$ cat config.mk
export PLATFORM = sky130hd
export DESIGN_NAME = nested_irq_ctrl
export DESIGN_NICKNAME = d
export VERILOG_FILES = /design/src/rtl/nic_pkg.sv /design/src/rtl/nic_pending.sv /design/src/rtl/nic_arbiter.sv /design/src/rtl/nic_stack.sv /design/src/rtl/nested_irq_ctrl.sv
export SDC_FILE = /design/constraint.sdc
export NUM_CORES = 1
export LEC_CHECK = 0
export BUFFER_PORTS_ARGS = -buffer_cell sky130_fd_sc_hd__buf_2
export CAP_MARGIN = 20
export CORE_UTILIZATION = 47
export DETAILED_ROUTE_END_ITERATION = 8
export PLACE_DENSITY = 0.77
export SYNTH_ARGS = -nofsm -noshare
export SYNTH_HDL_FRONTEND = slang
export SYNTH_SLANG_ARGS = --single-unit
export TNS_END_PERCENT = 20
$ cat constraint.sdc
create_clock -name clk -period 36.2 [get_ports clk]
set_input_delay 7.24 -clock clk [delete_from_list [all_inputs] [get_ports clk]]
set_output_delay 7.24 -clock clk [all_outputs]
set_load 0.005 [all_outputs]
$ cat src/rtl/nic_pkg.sv
`timescale 1ns/1ps
package nic_pkg;
    typedef enum logic [1:0] {
        ST_IDLE   = 2'd0,
        ST_NESTED = 2'd1,
        ST_MASKED = 2'd2
    } svc_state_e;

    typedef enum logic [1:0] {
        TK_NONE = 2'd0,
        TK_EXC  = 2'd1,
        TK_IRQ  = 2'd2
    } take_kind_e;
endpackage

$ cat src/rtl/nic_pending.sv
`timescale 1ns/1ps
module nic_pending #(
    parameter int N = 16
) (
    input  logic         clk,
    input  logic         rst_n,
    input  logic [N-1:0] irq_in,
    input  logic [N-1:0] clr,
    output logic [N-1:0] pend
);
    logic [N-1:0] irq_q;
    logic [N-1:0] pend_q;
    logic [N-1:0] rise;

    assign rise = irq_in & ~irq_q;
    assign pend = pend_q;

    always_ff @(posedge clk or negedge rst_n) begin
        if (!rst_n) begin
            irq_q  <= '0;
            pend_q <= '0;
        end else begin
            irq_q  <= irq_in;
            pend_q <= (pend_q & ~clr) | rise;
        end
    end

    // a pending bit only disappears through an acceptance clear
    p_pending_kept_r5: assert property (@(posedge clk) disable iff (!rst_n)
        ((($past(pend_q) & ~$past(clr)) & ~pend_q) == '0));

    // a cleared bit without a fresh edge is gone next cycle
    p_clear_takes_r11: assert property (@(posedge clk) disable iff (!rst_n)
        ((($past(clr) & ~$past(rise)) & pend_q) == '0));
endmodule

$ cat src/rtl/nic_arbiter.sv
`timescale 1ns/1ps
module nic_arbiter #(
    parameter int N  = 16,
    parameter int PW = 4,
    parameter int LW = PW + 1,
    parameter int IW = 5
) (
    input  logic [N-1:0]    pend,
    input  logic [N*PW-1:0] prio_flat,
    input  logic [LW-1:0]   level,
    output logic            hit,
    output logic [IW-1:0]   win_idx,
    output logic [PW-1:0]   win_prio
);
    logic [PW-1:0] prio_arr [N];
    logic [N-1:0]  elig;

    for (genvar g = 0; g < N; g++) begin : g_line
        assign prio_arr[g] = prio_flat[g*PW +: PW];
        assign elig[g]     = pend[g] && ({1'b0, prio_arr[g]} >= level);
    end

    // upward scan with strict compare keeps the lowest index on ties
    always_comb begin
        hit      = 1'b0;
        win_idx  = '0;
        win_prio = '0;
        for (int i = 0; i < N; i++) begin
            if (elig[i] && (!hit || prio_arr[i] > win_prio)) begin
                hit      = 1'b1;
                win_idx  = IW'(i);
                win_prio = prio_arr[i];
            end
        end
    end
endmodule

$ cat src/rtl/nic_stack.sv
`timescale 1ns/1ps
module nic_stack #(
    parameter int DEPTH = 17,
    parameter int W     = 10
) (
    input  logic          clk,
    input  logic          rst_n,
    input  logic          push,
    input  logic          pop,
    input  logic [W-1:0]  din,
    output logic [W-1:0]  top,
    output logic          empty,
    output logic          full,
    output logic [$clog2(DEPTH+1)-1:0] count
);
    localparam int CW = $clog2(DEPTH + 1);
    localparam int AW = (DEPTH > 1) ? $clog2(DEPTH) : 1;

    logic [W-1:0]  mem [DEPTH];
    logic [CW-1:0] cnt_q;
    logic [AW-1:0] top_idx;

    assign count   = cnt_q;
    assign empty   = (cnt_q == '0);
    assign full    = (cnt_q == CW'(DEPTH));
    assign top_idx = AW'(cnt_q - CW'(1));
    assign top     = empty ? '0 : mem[top_idx];

    always_ff @(posedge clk or negedge rst_n) begin
        if (!rst_n) begin
            cnt_q <= '0;
        end else if (push) begin
            cnt_q <= cnt_q + CW'(1);
        end else if (pop) begin
            cnt_q <= cnt_q - CW'(1);
        end
    end

    always_ff @(posedge clk) begin
        if (push) begin
            mem[AW'(cnt_q)] <= din;
        end
    end

    p_depth_bound_r12: assert property (@(posedge clk) disable iff (!rst_n)
        cnt_q <= CW'(DEPTH));
    p_no_overfill_r12: assert property (@(posedge clk) disable iff (!rst_n)
        !(push && full));
    p_no_underflow_r9: assert property (@(posedge clk) disable iff (!rst_n)
        !(pop && empty));
    p_push_pop_apart_r10: assert property (@(posedge clk) disable iff (!rst_n)
        !(push && pop));
endmodule

$ cat src/rtl/nested_irq_ctrl.sv
`timescale 1ns/1ps
module nested_irq_ctrl
    import nic_pkg::*;
#(
    parameter int NUM_LINES   = 16,
    parameter int PRIO_W      = 4,
    parameter int STACK_DEPTH = 17
) (
    input  logic                        clk,
    input  logic                        rst_n,
    input  logic [NUM_LINES-1:0]        irq_in,
    input  logic [NUM_LINES*PRIO_W-1:0] irq_prio,
    input  logic                        exc_req,
    input  logic                        ret_pulse,
    input  logic                        lvl_wr_en,
    input  logic [PRIO_W:0]             lvl_wr_data,
    output logic [PRIO_W:0]             lvl_rd,
    output logic                        take_vld,
    output logic [$clog2(NUM_LINES+1)-1:0] take_vec,
    output logic                        ret_vld,
    output logic [$clog2(NUM_LINES+1)-1:0] ret_vec
);
    localparam int LVL_W   = PRIO_W + 1;
    localparam int VEC_W   = $clog2(NUM_LINES + 1);
    localparam int ENT_W   = LVL_W + VEC_W;
    localparam int CNT_W   = $clog2(STACK_DEPTH + 1);
    localparam logic [VEC_W-1:0] EXC_VEC = VEC_W'(NUM_LINES);
    localparam logic [LVL_W-1:0] LVL_TOP = LVL_W'(1 << PRIO_W);

    svc_state_e state_q, state_d;
    take_kind_e kind;

    logic [LVL_W-1:0]     level_q, level_d;
    logic                 exc_pend_q;
    logic [NUM_LINES-1:0] pend, clr;
    logic                 hit;
    logic [VEC_W-1:0]     win_idx;
    logic [PRIO_W-1:0]    win_prio;
    logic                 push, pop, stk_empty, stk_full;
    logic [ENT_W-1:0]     push_ent, top_ent;
    logic [CNT_W-1:0]     stk_count;
    logic                 nonempty_d, masked_d, cmd_cycle;
    logic [VEC_W-1:0]     enter_vec;

    nic_pending #(.N(NUM_LINES)) u_pending (
        .clk    (clk),
        .rst_n  (rst_n),
        .irq_in (irq_in),
        .clr    (clr),
        .pend   (pend)
    );

    nic_arbiter #(.N(NUM_LINES), .PW(PRIO_W), .LW(LVL_W), .IW(VEC_W)) u_arbiter (
        .pend      (pend),
        .prio_flat (irq_prio),
        .level     (level_q),
        .hit       (hit),
        .win_idx   (win_idx),
        .win_prio  (win_prio)
    );

    nic_stack #(.DEPTH(STACK_DEPTH), .W(ENT_W)) u_stack (
        .clk   (clk),
        .rst_n (rst_n),
        .push  (push),
        .pop   (pop),
        .din   (push_ent),
        .top   (top_ent),
        .empty (stk_empty),
        .full  (stk_full),
        .count (stk_count)
    );

    // ---------------- decision ----------------
    assign cmd_cycle = ret_pulse || lvl_wr_en;

    always_comb begin
        kind = TK_NONE;
        if (!cmd_cycle && !stk_full) begin
            if (exc_pend_q) begin
                kind = TK_EXC;
            end else if (hit && state_q != ST_MASKED) begin
                kind = TK_IRQ;
            end
        end
    end

    assign pop       = ret_pulse && !stk_empty;
    assign push      = (kind != TK_NONE);
    assign enter_vec = (kind == TK_EXC) ? EXC_VEC : win_idx;
    assign push_ent  = {level_q, enter_vec};
    assign clr       = (kind == TK_IRQ) ? (NUM_LINES'(1) << win_idx) : '0;

    always_comb begin
        level_d = level_q;
        if (lvl_wr_en) begin
            level_d = lvl_wr_data;
        end else if (pop) begin
            level_d = top_ent[ENT_W-1 -: LVL_W];
        end else if (kind == TK_IRQ) begin
            level_d = LVL_W'(win_prio) + LVL_W'(1);
        end
    end

    assign masked_d   = (level_d >= LVL_TOP);
    assign nonempty_d = push || (pop ? (stk_count > CNT_W'(1)) : !stk_empty);

    // ---------------- service state machine ----------------
    always_comb begin
        state_d = state_q;
        unique case (state_q)
            ST_IDLE: begin
                if (masked_d)        state_d = ST_MASKED;   // T_SATURATE
                else if (nonempty_d) state_d = ST_NESTED;   // T_ENTER
            end
            ST_NESTED: begin
                if (masked_d)         state_d = ST_MASKED;  // T_SATURATE
                else if (!nonempty_d) state_d = ST_IDLE;    // T_UNWIND
            end
            ST_MASKED: begin
                if (!masked_d) begin                        // T_RELEASE
                    state_d = nonempty_d ? ST_NESTED : ST_IDLE;
                end
            end
            default: state_d = ST_IDLE;
        endcase
    end

    always_ff @(posedge clk or negedge rst_n) begin
        if (!rst_n) begin
            state_q    <= ST_IDLE;
            level_q    <= '0;
            exc_pend_q <= 1'b0;
        end else begin
            state_q    <= state_d;
            level_q    <= level_d;
            exc_pend_q <= (exc_pend_q && kind != TK_EXC) || exc_req;
        end
    end

    // ---------------- outputs ----------------
    always_ff @(posedge clk or negedge rst_n) begin
        if (!rst_n) begin
            take_vld <= 1'b0;
            take_vec <= '0;
            ret_vld  <= 1'b0;
            ret_vec  <= '0;
        end else begin
            take_vld <= push;
            take_vec <= push ? enter_vec : '0;
            ret_vld  <= pop;
            ret_vec  <= pop ? top_ent[VEC_W-1:0] : '0;
        end
    end

    assign lvl_rd = level_q;

    // ---------------- assertions ----------------
    function automatic logic [PRIO_W-1:0] prio_of(
        input logic [NUM_LINES*PRIO_W-1:0] v,
        input logic [VEC_W-1:0]            idx
    );
        return v[int'(idx)*PRIO_W +: PRIO_W];
    endfunction

    p_take_eligible_r2: assert property (@(posedge clk) disable iff (!rst_n)
        (take_vld && take_vec != EXC_VEC) |->
            (LVL_W'(prio_of($past(irq_prio), take_vec)) >= $past(lvl_rd)));

    p_level_raise_r3: assert property (@(posedge clk) disable iff (!rst_n)
        (take_vld && take_vec != EXC_VEC) |->
            (lvl_rd == LVL_W'(prio_of($past(irq_prio), take_vec)) + LVL_W'(1)));

    p_masked_no_line_r6: assert property (@(posedge clk) disable iff (!rst_n)
        (lvl_rd >= LVL_TOP) |=> !(take_vld && take_vec != EXC_VEC));

    p_exc_keeps_level_r7: assert property (@(posedge clk) disable iff (!rst_n)
        (take_vld && take_vec == EXC_VEC) |-> (lvl_rd == $past(lvl_rd)));

    p_ret_needs_entry_r9: assert property (@(posedge clk) disable iff (!rst_n)
        ret_vld |-> ($past(stk_count) != '0));

    p_single_event_r10: assert property (@(posedge clk) disable iff (!rst_n)
        $onehot0({take_vld, ret_vld}));
endmodule

==> impl_metrics.toml, run 1 <==
[outcome]
status = "finished, final reports clean"

[cells_and_area]
drive_gt1_share_pct = 20.91
fill_cells = 2351
areaGrowthSynthToFinish_pct = 14.25
nets = 1425

[yosys]
ys.flop_type = "edfxtp_1"
ys_ff_latch = 227
synthesis.area_sq_um = 13250
yosysSeqAreaShare_pct = 49.30
yosys_warnings = 0
ys_types = 86
syn_inst = 1080
synth_edf_count = 170
syn_nets = 1293
synth.avg_cell_area_sq_um = 12.27
synthArstFlopShare_pct = 25.11

[cts]
tritoncts = "built"
h-tree-depth = 1
clkTransAtPathRegs_ps = 60
clockBufferDepth = 3
cts_buffers = 23
cts-root-buf = "clkbuf_16"
clock_latency_ps = 520
hold_buffers = 0
clkSinkCount = 227

[sta]
post-route-min-period_ps = 33390
min_period_over_period_pct = 92.25
setup_viol = 0
tightestPinTransition_ps = 1029
hold_viol = 0
clock.fmax_ghz = 0.02995
grt_setup_unrepaired = "false"
setup_tns_ps = 0
max_slew_margin_pct = 31.14
slew_viol_final = 0
fin_worst_skew_ps = 12.28

[worst_hold_path]
hold_class = "reg2reg"

[detailed_routing]
postRouteAntennaNets = 0
vias = 9528
vias_per_cell = 5.925
drc = 0
drtPass1Iterations = 6
wire_per_inst_um = 21.23
first_iter_violations = 893
wl_um = 34140

[floorplan]
pin_count = 107
die_w_um = 169.9
die_h_um = 169.9
start_util_pct = 47.69
core-area_sq_um = 27780
rows = 61
die_area_sq_um = 28860

[global_routing]
antenna_found_initial = 2
overflow = 0
grt_use_total_pct = 24.33
grt_first_pass_wirelength_um = 53580
grt_pass1_vias = 9542
grt_max_degree = 58

[setup_path]
cp_max_fo = 13
crit_type = "in2reg"
critPathCaptureType = "register"
cp_common_cell = "ha_1"
crit_path_start_kind = "input pin"
worstPathRequired_ps = 36590
critical-path-max-stage-delay_ps = 660
cp_slowest_cell = "a21oi_1"
critPathBufInv = 9
worstPathArrival_ps = 33790
crit_family = "compound AO/OA/AOI/OAI gates"

[flow_run]
cap_viol_max_count = 0

[placed_design]
port_buffers = 106
hpwl_um = 24300
place_congestion = 0.9205
sequential cells by signal, summed over array words and instances, names as in the netlist, 2 cells and up, named ones only:
name,count
u_stack.count,5
ret_vec,5
state_q,2
u_pending.irq_q,16
u_pending.pend,16
u_stack.mem,170
lvl_rd,2
take_vec,5
layer usage:
| metal | vias up | global-route usage, % | share of wire (%) | wire (um) |
|---|---|---|---|---|
| met2 | 369 | 40.38 | 48 | 16450 |
| met4 | 2 | 7.246 | 2.0 | 689 |
| met5 | - | 0 | 0.035 | 12 |
| met3 | 52 | 2.907 | 6.3 | 2145 |
| li1 | 4446 | - | - | - |
| met1 | 4659 | 33.57 | 43 | 14830 |
cell usage in the layout, fill, tap and decap left out, types with 23 or more instances in the layout:
| cell type | count |
|---|---|
| inv_1 | 81 |
| clkbuf_16 | 23 |
| nor2_1 | 60 |
| edfxtp_1 | 170 |
| o21ai_0 | 62 |
| nand2_1 | 53 |
| a21oi_1 | 47 |
| nand3_1 | 27 |
| ha_1 | 123 |
| dfrtp_1 | 56 |
| a21o_1 | 28 |
| buf_2 | 106 |
| mux4_2 | 50 |
Yosys cell counts, types with 18 or more instances:
library cell / instances / area [sq um]
a21o_1: 28 / 210.2
a21oi_1: 48 / 240.2
clkbuf_1: 19 / 71.32
dfrtp_1: 57 / 1426
edfxtp_1: 170 / 5105
ha_1: 123 / 1539
inv_1: 81 / 304.0
mux4_2: 50 / 1126
nand2_1: 53 / 198.9
nand2b_1: 18 / 112.6
nand3_1: 27 / 135.1
nor2_1: 61 / 229.0
o21ai_0: 62 / 310.3
timing repair:
action                     4_1_cts  5_1_grt
setup buffers                    0        0
gates resized for setup          0        2
setup endpoints to repair        0       18
final timing paths:
| path | from | to | slack, ps | depth (start not counted) |
|---|---|---|---|---|
| worst max register to register | register | register | 7990 | 131 |
| worst max-delay path | irq_prio[2] | register | 2810 | 131 |
| max in group asynchronous | rst_n | u_stack.count[0]$_DFFE_PN0P_ | 28750 | 2 |
| worst min register to register | u_pending.irq_q[7]$_DFF_PN0_ | u_pending.pend[7]$_DFF_PN0_ | 410 | 1 |
| min in group asynchronous | rst_n | u_pending.pend[13]$_DFF_PN0_ | 6890 | 2 |
| worst min-delay path | u_pending.irq_q[7]$_DFF_PN0_ | u_pending.pend[7]$_DFF_PN0_ | 410 | 1 |
stage by stage:
step | setup WS (ps) | instances | utilization, % | instance area, sq um | hold WS (ps)
global placement | 3246 | 1558 | 51.51 | 14310 | 397.8
global route | 309.2 | 1608 | 54.49 | 15140 | 434.2
floorplan | 5929 | 1080 | - | 13250 | 391.9
finish | 2806 | 1608 | 54.49 | 15140 | 412.1
CTS | 2813 | 1604 | 54.33 | 15090 | 417.7
detailed placement | 2420 | 1562 | 51.67 | 14360 | 410.1
logic make-up (layout without fill, tap and decap cells):
group,after synthesis,after routing,share of synthesized area [%]
flip-flops,227,227,49.30
AO/OA/AOI/OAI,273,273,14.45
adder cells (fa/ha/maj),123,123,11.62
multiplexers,78,78,10.77
XOR/XNOR,7,7,0.4628
buffers and inverters,110,259,3.145
AND/OR/NAND/NOR,262,262,10.27
other,0,1,0
area by class of cell:
class | instances | area (sq um) | area share, %
diodes | 1 | 2.502 | 0.01653
multi-input cells | 743 | 6315 | 41.72
flip-flops and latches | 227 | 6533 | 43.16
repair buffers | 133 | 759.5 | 5.017
inverters | 84 | 315.3 | 2.083
clock inverters | 14 | 145.1 | 0.9588
clock buffers | 28 | 594.3 | 3.926
well taps | 378 | 473.0 | 3.124
Power of run 1 is left out: the tool's default activity adds up to more than one toggle a clock period on the data nets, which glitch-free logic cannot reach.
==> inputs of run 2 (changes only) <==
--- a/config.mk
+++ b/config.mk
@@ -6,10 +6,10 @@
 export NUM_CORES = 1
 export LEC_CHECK = 0
 export BUFFER_PORTS_ARGS = -buffer_cell sky130_fd_sc_hd__buf_2
-export CAP_MARGIN = 20
+export CAP_MARGIN = 30
 export CORE_UTILIZATION = 47
 export DETAILED_ROUTE_END_ITERATION = 8
-export PLACE_DENSITY = 0.77
+export PLACE_DENSITY = 0.65
 export SYNTH_ARGS = -nofsm -noshare
 export SYNTH_HDL_FRONTEND = slang
 export SYNTH_SLANG_ARGS = --single-unit
==> run 2 against run 1 <==
  * Non-clock buffer count increased by 7
  * Maximum frequency increased by 0.15%
  * Sequential cell count unchanged
  * Critical path type unchanged
==> impl_metrics.toml, run 2 (synthesis gave the netlist of run 1 again) <==
[floorplan]
core-area_sq_um = 27780
die_h_um = 169.9
die_area_sq_um = 28860
die_w_um = 169.9
rows = 61
pin_count = 107
start_util_pct = 47.69

[global_routing]
grt_pass1_vias = 9080
grt_max_degree = 58
antenna_found_initial = 1
grt_use_total_pct = 23.36
grt_first_pass_wirelength_um = 51130
overflow = 0

[sta]
grt_setup_unrepaired = "false"
setup_tns_ps = 0
clock.fmax_ghz = 0.02999
min_period_over_period_pct = 92.11
setup_viol = 0
fin_worst_skew_ps = 13.66
slew_viol_final = 0
post-route-min-period_ps = 33340
hold_viol = 0
max_slew_margin_pct = 34.87
tightestPinTransition_ps = 973.4

[setup_path]
crit_family = "compound AO/OA/AOI/OAI gates"
cp_common_cell = "ha_1"
critPathCaptureType = "register"
crit_type = "in2reg"
cp_slowest_cell = "a21oi_1"
cp_max_fo = 13
worstPathArrival_ps = 33730
critical-path-max-stage-delay_ps = 730
critPathBufInv = 9
crit_path_start_kind = "input pin"
worstPathRequired_ps = 36580

[worst_hold_path]
hold_class = "reg2reg"

[placed_design]
port_buffers = 106
placed_area_sq_um = 14420
hpwl_um = 23870
place_congestion = 0.9533

[cells_and_area]
fin_area_sq_um = 15200
nets = 1432
final_common_cell = "edfxtp_1"
final_cell_mix = "edfxtp_1, ha_1, buf_2"
largest_reg_flops = 170
regMostFlops = "u_stack.mem"
drive_gt1_share_pct = 21.52
fill_cells = 2382
areaGrowthSynthToFinish_pct = 14.72
ff_latch_area_sq_um = 6533
multi_input_area_sq_um = 6309

[detailed_routing]
first_iter_violations = 718
wire_per_inst_um = 20.46
drtPass1Iterations = 7
vias = 9311
vias_per_cell = 5.765
drc = 0
wl_um = 33040
postRouteAntennaNets = 0

[cts]
postCtsSetupBuffers = 0
clkTransAtPathRegs_ps = 60
cts_buffers = 23
cts-root-buf = "clkbuf_16"
ctsResizeCount = 0
clockBufferDepth = 3
clock_latency_ps = 510
tritoncts = "built"
h-tree-depth = 1
hold_buffers = 0
clkSinkCount = 227

[flow_run]
cap_viol_max_count = 0

[outcome]
status = "finished, final reports clean"
run 2: cell types whose count changed in the layout (fill, tap and decap cells not counted), moves of 2 or more:
cell and delta:
buf_6 -5, clkbuf_8 +2, buf_4 +12, clkinv_1 -2
clkbuf_16 +3, bufinv_16 -2, clkbuf_1 -2
run 2: per-layer routing:
layer	global-route usage, %	share of wire, %
met1	34.40	47
met2	36.42	45
met3	3.000	6.3
met4	6.267	2.1
met5	0	0
run 2: cell type report:
cell class,instances,area share (%)
antenna,1,0.01646
clock buffer,31,4.536
clock inverter,11,0.5598
inverter,84,2.074
multi-input combinational,743,41.50
sequential,227,42.98
tap,378,3.112
timing repair buffer,140,5.219
run 2: final timing paths:
| path | start | to | slack, ps | cells after the start |
|---|---|---|---|---|
| setup / recovery | irq_prio[2] | register | 2860 | 131 |
| hold reg to reg | u_pending.irq_q[7]$_DFF_PN0_ | u_pending.pend[7]$_DFF_PN0_ | 410 | 1 |
| hold / removal | u_pending.irq_q[7]$_DFF_PN0_ | u_pending.pend[7]$_DFF_PN0_ | 410 | 1 |
| max in group asynchronous | rst_n | u_stack.count[0]$_DFFE_PN0P_ | 28780 | 2 |
| min in group asynchronous | rst_n | ret_vec[4]$_DFF_PN0_ | 6890 | 2 |
| setup reg to reg | register | register | 8450 | 132 |
run 2: through the flow:
stage                     hold WS [ps]  worst slack (ps)  util, %  instances
after detailed placement         402.8              2569    51.89       1571
final                            407.8              2856    54.71       1615
after CTS                        410.9              3061    54.67       1613
after floorplan                  391.9              5929        -       1080
after global routing             430.1             526.3    54.70       1614
after global placement           395.0              3380    51.70       1565
run 2: worst reg2reg max path, delay by kind of cell (launching register included):
| kind | cells | cell delay (ps) |
|---|---|---|
| AO/OA/AOI/OAI | 68 | 14310 |
| XOR/XNOR | 1 | 150 |
| adder cells (fa/ha/maj) | 17 | 4730 |
| buffers and inverters | 10 | 1470 |
| flip-flops | 1 | 360 |
| multiplexers | 6 | 1910 |
| AND/OR/NAND/NOR | 30 | 4720 |
Power of run 2 is left out for the same reason.
